### src/rtl/tk_pkg.sv
// Shared types and helpers for the interval timekeeper.
// Assumes the counter is at least 18 bits wide and a whole number of bytes.
package tk_pkg;

    typedef enum logic [1:0] {
        ST_CMD   = 2'd0,
        ST_READ  = 2'd1,
        ST_WRITE = 2'd2,
        ST_MUTE  = 2'd3
    } tk_state_e;

    localparam logic [7:0] CMD_READ_CLOCK  = 8'h66;
    localparam logic [7:0] CMD_WRITE_CLOCK = 8'h99;
    localparam int         NUM_INTERVALS   = 8;

    typedef struct packed {
        logic       irq_en;
        logic [2:0] sel;
        logic       osc_on;
    } tk_ctrl_t;

    // Counter bit whose rising edge marks one interval of the given code.
    function automatic int tap_bit(input int code);
        case (code)
            0:       return 0;
            1:       return 2;
            2:       return 5;
            3:       return 6;
            4:       return 11;
            5:       return 12;
            6:       return 16;
            default: return 17;
        endcase
    endfunction

    // Control state as seen by a reader: oscillator reported twice, low bits zero.
    function automatic logic [7:0] ctrl_to_byte(input tk_ctrl_t c);
        return {c.irq_en, c.sel, c.osc_on, c.osc_on, 2'b00};
    endfunction

    // Written byte to control state: bit 3 alone decides the oscillator.
    function automatic tk_ctrl_t byte_to_ctrl(input logic [7:0] b);
        tk_ctrl_t c;
        c.irq_en = b[7];
        c.sel    = b[6:4];
        c.osc_on = b[3];
        return c;
    endfunction

endpackage

### src/rtl/tk_seconds.sv
// Binary seconds counter.
// Counts one per tick while running, wraps at full scale, and takes a
// parallel load that has priority over a tick in the same cycle.
module tk_seconds #(
    parameter int CNT_W = 32
) (
    input  logic             clk,
    input  logic             rst_n,
    input  logic             tick_sec,
    input  logic             run,
    input  logic             load,
    input  logic [CNT_W-1:0] load_val,
    output logic [CNT_W-1:0] count
);

    // Load, count or hold the seconds value.
    always_ff @(posedge clk) begin
        if (!rst_n) begin
            count <= '0;
        end else if (load) begin
            count <= load_val;
        end else if (run && tick_sec) begin
            count <= count + 1'b1;
        end
    end

endmodule

### src/rtl/tk_interrupt.sv
// Interval interrupt generator.
// Watches the counter bit picked by the interval code and, when enabled,
// starts a low pulse of PULSE_US microsecond ticks on each 0-to-1 change.
// Assumes tick_us is a single-cycle pulse.
module tk_interrupt #(
    parameter int CNT_W    = 32,
    parameter int PULSE_US = 122
) (
    input  logic             clk,
    input  logic             rst_n,
    input  logic [CNT_W-1:0] count,
    input  logic [2:0]       sel,
    input  logic             irq_en,
    input  logic             tick_us,
    output logic             int_n
);
    import tk_pkg::*;

    localparam int PW_W = $clog2(PULSE_US + 1);

    logic [NUM_INTERVALS-1:0] taps;
    logic                     sel_now;
    logic                     prev_q;
    logic                     trig;
    logic [PW_W-1:0]          remain_q;

    for (genvar g = 0; g < NUM_INTERVALS; g++) begin : g_tap
        assign taps[g] = count[tap_bit(g)];
    end

    assign sel_now = taps[sel];
    assign trig    = sel_now && !prev_q && irq_en;
    assign int_n   = (remain_q == '0);

    // Remember the selected bit to find its rising edge.
    always_ff @(posedge clk) begin
        if (!rst_n) begin
            prev_q <= 1'b0;
        end else begin
            prev_q <= sel_now;
        end
    end

    // Load the pulse width on a trigger, else count it down per microsecond.
    always_ff @(posedge clk) begin
        if (!rst_n) begin
            remain_q <= '0;
        end else if (trig) begin
            remain_q <= PW_W'(PULSE_US);
        end else if (tick_us && remain_q != '0) begin
            remain_q <= remain_q - 1'b1;
        end
    end

endmodule

### src/rtl/tk_cmd.sv
// Clock function command engine.
// Decodes the first byte after a bus reset, snapshots the counter for reads,
// gathers written bytes into the shared buffer, applies the control byte and
// requests a counter load at the bus reset that closes a complete write.
// Assumes the byte strobes are single-cycle and mutually exclusive.
module tk_cmd #(
    parameter int CNT_W = 32
) (
    input  logic              clk,
    input  logic              rst_n,
    input  logic              bus_reset,
    input  logic              cmd_valid,
    input  logic [7:0]        cmd_byte,
    input  logic              wr_valid,
    input  logic [7:0]        wr_byte,
    input  logic              rd_req,
    input  logic [CNT_W-1:0]  count,
    output tk_pkg::tk_ctrl_t  ctrl,
    output logic              load,
    output logic [CNT_W-1:0]  load_val,
    output logic [7:0]        rd_byte,
    output tk_pkg::tk_state_e state
);
    import tk_pkg::*;

    localparam int NBYTES = CNT_W / 8;
    localparam int IDX_W  = $clog2(NBYTES + 2);
    localparam int WR_DONE = NBYTES + 1;

    logic [NBYTES-1:0][7:0] sbuf_q;
    logic [IDX_W-1:0]       idx_q;

    assign load     = bus_reset && state == ST_WRITE && int'(idx_q) == WR_DONE;
    assign load_val = sbuf_q;

    // Sequence state, byte index and the shared read/write buffer.
    always_ff @(posedge clk) begin
        if (!rst_n) begin
            state  <= ST_CMD;
            idx_q  <= '0;
            sbuf_q <= '0;
        end else if (bus_reset) begin
            state <= ST_CMD;
            idx_q <= '0;
        end else begin
            case (state)
                ST_CMD: begin
                    if (cmd_valid) begin
                        idx_q <= '0;
                        if (cmd_byte == CMD_READ_CLOCK) begin
                            state  <= ST_READ;
                            sbuf_q <= count;
                        end else if (cmd_byte == CMD_WRITE_CLOCK) begin
                            state <= ST_WRITE;
                        end else begin
                            state <= ST_MUTE;
                        end
                    end
                end
                ST_READ: begin
                    if (rd_req) begin
                        idx_q <= (int'(idx_q) == NBYTES) ? '0 : idx_q + 1'b1;
                    end
                end
                ST_WRITE: begin
                    if (wr_valid && int'(idx_q) < WR_DONE) begin
                        for (int b = 0; b < NBYTES; b++) begin
                            if (int'(idx_q) == b + 1) sbuf_q[b] <= wr_byte;
                        end
                        idx_q <= idx_q + 1'b1;
                    end
                end
                default: ;
            endcase
        end
    end

    // Control byte takes effect as soon as the first write byte arrives.
    always_ff @(posedge clk) begin
        if (!rst_n) begin
            ctrl <= '0;
        end else if (!bus_reset && state == ST_WRITE && wr_valid && idx_q == '0) begin
            ctrl <= byte_to_ctrl(wr_byte);
        end
    end

    // Byte offered to the reader: control byte first, then buffer bytes.
    always_comb begin
        rd_byte = 8'hFF;
        if (state == ST_READ) begin
            if (idx_q == '0) begin
                rd_byte = ctrl_to_byte(ctrl);
            end else begin
                for (int b = 0; b < NBYTES; b++) begin
                    if (int'(idx_q) == b + 1) rd_byte = sbuf_q[b];
                end
            end
        end
    end

endmodule

### src/rtl/interval_timekeeper.sv
// Seconds counter with interval interrupt, top level.
// Joins the command engine, the seconds counter and the interrupt generator.
// Assumes a byte-level link layer in front and free-running 1 Hz and 1 us ticks.
module interval_timekeeper #(
    parameter int CNT_W    = 32,
    parameter int PULSE_US = 122
) (
    input  logic       clk,
    input  logic       rst_n,
    input  logic       tick_1hz,
    input  logic       tick_us,
    input  logic       bus_reset,
    input  logic       cmd_valid,
    input  logic [7:0] cmd_byte,
    input  logic       wr_valid,
    input  logic [7:0] wr_byte,
    input  logic       rd_req,
    output logic [7:0] rd_byte,
    output logic       int_n
);
    import tk_pkg::*;

    tk_ctrl_t         ctrl;
    tk_state_e        cmd_state;
    logic             load_now;
    logic [CNT_W-1:0] load_val;
    logic [CNT_W-1:0] seconds;

    tk_cmd #(.CNT_W(CNT_W)) u_cmd (
        .clk      (clk),
        .rst_n    (rst_n),
        .bus_reset(bus_reset),
        .cmd_valid(cmd_valid),
        .cmd_byte (cmd_byte),
        .wr_valid (wr_valid),
        .wr_byte  (wr_byte),
        .rd_req   (rd_req),
        .count    (seconds),
        .ctrl     (ctrl),
        .load     (load_now),
        .load_val (load_val),
        .rd_byte  (rd_byte),
        .state    (cmd_state)
    );

    tk_seconds #(.CNT_W(CNT_W)) u_sec (
        .clk     (clk),
        .rst_n   (rst_n),
        .tick_sec(tick_1hz),
        .run     (ctrl.osc_on),
        .load    (load_now),
        .load_val(load_val),
        .count   (seconds)
    );

    tk_interrupt #(.CNT_W(CNT_W), .PULSE_US(PULSE_US)) u_irq (
        .clk    (clk),
        .rst_n  (rst_n),
        .count  (seconds),
        .sel    (ctrl.sel),
        .irq_en (ctrl.irq_en),
        .tick_us(tick_us),
        .int_n  (int_n)
    );

endmodule

### config.mk
export PLATFORM = sky130hd
export DESIGN_NAME = interval_timekeeper
export DESIGN_NICKNAME = d
export VERILOG_FILES = /design/src/rtl/tk_pkg.sv /design/src/rtl/tk_seconds.sv /design/src/rtl/tk_interrupt.sv /design/src/rtl/tk_cmd.sv /design/src/rtl/interval_timekeeper.sv
export SDC_FILE = /design/constraint.sdc
export NUM_CORES = 1
export LEC_CHECK = 0
export CAP_MARGIN = 25
export CORE_MARGIN = 3
export CORE_UTILIZATION = 59
export CTS_BUF_LIST = sky130_fd_sc_hd__clkbuf_2 sky130_fd_sc_hd__clkbuf_4 sky130_fd_sc_hd__clkbuf_8
export CTS_CLUSTER_SIZE = 8
export DETAILED_ROUTE_END_ITERATION = 8
export DONT_BUFFER_PORTS = 1
export PLACE_DENSITY_LB_ADDON = 0.15
export SYNTH_ARGS = -nofsm -noshare
export SYNTH_HDL_FRONTEND = slang
export SYNTH_SLANG_ARGS = --single-unit
### constraint.sdc
create_clock -name clk -period 2.65 [get_ports clk]
set_clock_uncertainty 0.05 [all_clocks]
set_input_delay 0.3975 -clock clk [delete_from_list [all_inputs] [get_ports clk]]
set_output_delay 0.3975 -clock clk [all_outputs]
set_load 0.05 [all_outputs]
Word level (Yosys, flattened, before mapping)
Index checks and enable logic that the tools add are counted.
W data, S select, Z words.
{"block": "word_totals", "romBits": 0, "input_bits": 24, "regBits": 82, "word_cells": 92, "latch_bits": 0, "ram_bits": 0, "mem_count": 0}
{"block": "classes", "n_addsub": 3, "n_eq_ne": 17, "n_div": 0, "reduce_logical": 28, "order_cmp": 2, "shifts": 0, "mul": 0, "mux": 27, "n_bitwise": 2}
{"operator": "$mux W32", "count": 5}
{"operator": "$mux W8", "count": 10}
{"operator": "$pmux W32 S2", "count": 1}
{"operator": "$add A32 B1 Y32 const B", "count": 1}
{"operator": "$reduce_and A6 Y1", "count": 4}
{"operator": "$mux W7", "count": 2}
{"operator": "$ne A2 B2 Y1 const B", "count": 7}
{"operator": "$eq A3 B3 Y1 const B", "count": 4}
{"operator": "$mux W3", "count": 4}
{"operator": "$logic_and A1 B1 Y1", "count": 10}
{"operator": "$pmux W3 S3", "count": 1}
{"operator": "$eq A8 B7 Y1 const B", "count": 1}
{"operator": "$eq A8 B8 Y1 const B", "count": 1}
{"operator": "$logic_not A7 Y1", "count": 1}
{"operator": "$reduce_bool A7 Y1", "count": 1}
{"operator": "$sub A7 B1 Y7 const B", "count": 1}
{"operator": "$reduce_bool A2 Y1", "count": 3}
{"operator": "$lt A3 B4 Y1 const B", "count": 1}
{"operator": "$reduce_and A4 Y1", "count": 1}
{"operator": "$reduce_or A2 Y1", "count": 2}
{"operator": "$add A3 B1 Y3 const B", "count": 1}
{"operator": "$bmux W1 S3", "count": 1}
{"operator": "$eq A3 B2 Y1 const B", "count": 1}
{"operator": "$logic_not A3 Y1", "count": 1}
{"operator": "other kinds (11)", "count": 14}

Depth between registers and ports, before layout
{"block": "logic_depth", "ltp_word": 7, "depth_mapped": 9}

Hierarchy
Synthesis repeated with hierarchy kept, for this count alone.
{"block": "unflattened", "cells_unflattened": 591, "hier_area_um2": 5086.1}
{"module": "tk_cmd", "area_each_um2": 2766.4, "cells_per_inst": 304, "n_inst": 1, "seq_area_each_um2": 840.8}
{"module": "tk_seconds", "area_each_um2": 1808.0, "cells_per_inst": 230, "n_inst": 1, "seq_area_each_um2": 640.6}
{"module": "tk_interrupt", "area_each_um2": 511.7, "cells_per_inst": 57, "n_inst": 1, "seq_area_each_um2": 160.2}

Worst setup path before layout
Ideal clock, no wire load.
{"block": "synth_timing", "kind": "register to output", "start": "register u_cmd.idx_q[0]", "end": "output port rd_byte[3]", "path_stages_with_launch": 9, "slack_ps": 108, "t_required_ps": 2203, "arrival_ps": 2095, "path_cell_list": "dfxtp_1 > inv_1 > ha_1 > clkbuf_1 > clkbuf_1 > nor3b_1 > a21oi_1 > o22ai_1 > o211ai_1"}
{"block": "synth_between", "elab_chain_len": 7}
{"element": "from (decl)", "line_no": "tk_cmd.sv:31", "source": "logic [IDX_W-1:0] idx_q;"}
{"element": "from (signal assigned)", "line_no": "tk_cmd.sv:62", "source": "idx_q <= (int'(idx_q) == NBYTES) ? '0 : idx_q + 1'b1;"}
{"element": "from (signal assigned)", "line_no": "tk_cmd.sv:70", "source": "idx_q <= idx_q + 1'b1;"}
{"element": "$eq A3 B2 Y1", "line_no": "tk_cmd.sv:95", "source": "if (int'(idx_q) == b + 1) rd_byte = sbuf_q[b];"}
{"element": "$mux W8 (4 in a row)", "line_no": "tk_cmd.sv:95"}
{"element": "$mux W8 *", "line_no": "tk_cmd.sv:91", "source": "if (idx_q == '0) begin"}
{"element": "$mux W8 *", "line_no": "tk_cmd.sv:90", "source": "if (state == ST_READ) begin"}
{"element": "to (decl)", "line_no": "interval_timekeeper.sv:18", "source": "output logic [7:0] rd_byte,"}
Mark *: on every way between the ends. The rest lies on a longest branch, timed or not.

Worst setup path after layout
{"block": "layout_timing", "start": "register u_cmd.idx_q[0]", "end": "output port rd_byte[1]"}
The elaborated chain is that of the path after synthesis.

==> impl_results.md <==
* Final setup fails at 0
* Clock Latency Late Sink at 0.37 ns
* Dominant synthesized flop cell: dfxtp_1
* Routability cong. at roughly 1.0
* Pre-Repair DR Iteration Count at 5
* Initial antenna violation count at 0
* Placed Cells at 696
* Nets at 640
* Cts bufs inserted at 9
* Post-synth ARST share at 0%
* FF+latch count, synth at between 80 and 90
* Slew headroom at roughly 47%
* Critical Path RT at between 2 and 2.5 ns
* Synthesis warning total at 0
* Post-synth top area cell: dfxtp_1
* Rows at 32
* Drt initial violations at 416
* Vias at between 4000 and 5000
* Final cell count without fillers at slightly above 700
* Worst Setup End Kind: output port
* Die Ht at between 90 and 100 um
* Final period utilization at about 95%
* Vias in the first global route at ~4400
* Post-synth EDFFs at 0
* Slew @ Worst Pin at between 0.7 and 0.8 ns
* Layout Utilization at 66.87%
* Fmax achieved at about 0.4 GHz
* Synth cell count leaders: nand2_1 (90), dfxtp_1 (82), clkbuf_1 (41)
* Post-synthesis cell count at approximately 620
* H-tree levels at 3
* Die W at 97.68 um
* Grt ovf at 0
* Ant diodes at 0
* Net count after synthesis at ~650
* Power, Total at roughly 2.9 mW
* Sequential area share after synthesis at between 30% and 40%
* Synth unique cells at 56
* Clock tree root driver cell: clkbuf_8
* Min setup slack post-route at approximately 0.14 ns
* Detailed placer's ending HPWL at 10460 um
* CTS Hold Buffers Added at 0
* Max_cap viols at 0
* Syn Area/Cell at 8.023 um^2
* Synth top area cells: dfxtp_1 (33%), nand2_1 (6.8%), mux2i_1 (5.9%)
* Synth top area share at ~33%
* Antenna-violating nets left at 0
* Initial Utilization at between 60 and 70%
* Pwr Density at around 540 mW/mm^2
* Port bufs at 0
* Largest net degree at the start of global routing at slightly below 80
* Remaining DRCs at 0
* Hold/Removal Path Class: in -> reg
* CTS tree: built
* Routed length per instance at about 21 um
* Die Area at around 0.0095 mm^2
* Area Overhead vs Synth at 6.914%
* Fin Setup TNS at 0 ns
* Syn Std Cell Area at approximately 0.0050 mm^2
* Startpoint types: flip-flop
* RSZ-0062 raised after global routing: false
* Status: completed
* Share of post-route cells with drive strength above 1 at approximately 7.9%
* Clock-pin slew on the worst setup and hold paths at approximately 0.09 ns
* Boundary Pins at 33
* Worst-case clock buffer depth at 2
* Kind of critical path: reg -> out
* Final count of hold timing violations at 0
* Slew Viols, Final at 0
* Pre-CTS setup slack at ~0.46 ns
* Vias per cell at just under 7
* First-pass GRT wire length at 23620 um
* DRT Wirelength at between 10000 and 15000 um
* Worst EP arrival at 2.06 ns
* Post-layout min period at 2.512 ns
* Leak Pwr at between 1.5 and 2 nW
* Clock Sinks at approximately 80
* Count leader, synth: nand2_1
* All-Layer GR Usage at between 30 and 40%
* Crit path max fanout at 18
* Core area at a little under 0.008 mm^2
* Peak VDD IR at 0.0003696 V
-- cell type report --
| class | instances | area (um^2) |
|---|---|---|
| clock buffers | 9 | 123.9 |
| clock inverters | 7 | 100.1 |
| fillers | 694 | 2626 |
| inverters | 25 | 93.84 |
| multi-input cells | 466 | 3055 |
| flip-flops and latches | 82 | 1643 |
| well taps | 102 | 127.6 |
| repair buffers | 21 | 157.7 |
-- path summary, 6_finish.rpt --
| check | start | depth (start not counted) | endpoint | slack, ns |
|---|---|---|---|---|
| worst min register to register | u_cmd.load_val[13] | 2 | u_cmd.load_val[13] | 0.44 |
| worst min-delay path | wr_byte[4] | 2 | u_cmd.ctrl[1] | 0.12 |
| worst max-delay path | u_cmd.idx_q[0] | 6 | rd_byte[1] | 0.14 |
| worst max register to register | u_cmd.idx_q[0] | 6 | u_sec.count[28] | 0.32 |
-- worst max-delay path, stage by stage, from the launching register on --
cell	delay (ns)
dfxtp_1	0.37
inv_1	0.10
ha_1	0.55
inv_1	0.17
o2bb2ai_1	0.19
o21ai_1	0.09
buf_4	0.22
-- sequential cells by signal (all words and copies together) (netlist names) --
signal          count
u_cmd.state         2
u_irq.remain_q      7
u_sec.count        32
u_cmd.load_val     32
u_irq.prev_q        1
u_cmd.idx_q         3
u_cmd.ctrl          5
-- routing by layer --
metal | global-route usage [%] | vias up | routed length (um)
met4 | 16.83 | 0 | 729
met3 | 5.528 | 49 | 1151
met2 | 48.87 | 247 | 6945
met1 | 40.62 | 2305 | 6038
met5 | 0 | - | 0
li1 | - | 2264 | -
-- kinds of logic after synthesis --
kind of cell / count (synthesis) / share of synthesized area, %
compound gates: 164 / 20.69
xor+xnor: 15 / 2.650
fa+ha+maj: 11 / 2.776
buf+inv: 70 / 5.375
flops: 82 / 33.11
mux: 48 / 10.70
simple gates: 228 / 24.70
-- metrics by stage --
stage,hold slack (ns),instance area [um^2]
floorplan,0.3979,4959
detailed placement,0.4291,5071
global placement,0.4099,5071
CTS,0.1057,5295
finish,0.1160,5301
global route,0.1168,5301
-- report_power, final --
group,switching [mW],internal [mW]
logic,0.317,0.200
registers,0.0490,1.28
clock network,0.496,0.539
-- cells in the final DEF (no fill, tap or decap), types with 7 or more instances in the layout --
cell type  count
a31oi_1       17
o31ai_1        8
o211ai_1      10
xnor2_1        8
o21ai_1       12
o22ai_1        7
a21oi_1       30
or4_1         17
nor4_1         7
or3_1         11
clkbuf_8       9
ha_1          10
nand4_1       11
xor2_1         7
mux2_1        16
inv_1         22
nor2_1        17
nand3_1       20
a211oi_1      10
dfxtp_1       81
nor3_1        11
nand2_1       89
mux2i_1       29
nor3b_1        8
and3_1        11
buf_4         21
o21ai_0       39
a311oi_1       8
-- what timing repair did --
action	CTS	global route
setup buffers	0	0
setup endpoints to repair	0	8
gates resized for setup	0	3
Note: power is estimated with default switching activity, not from simulation.
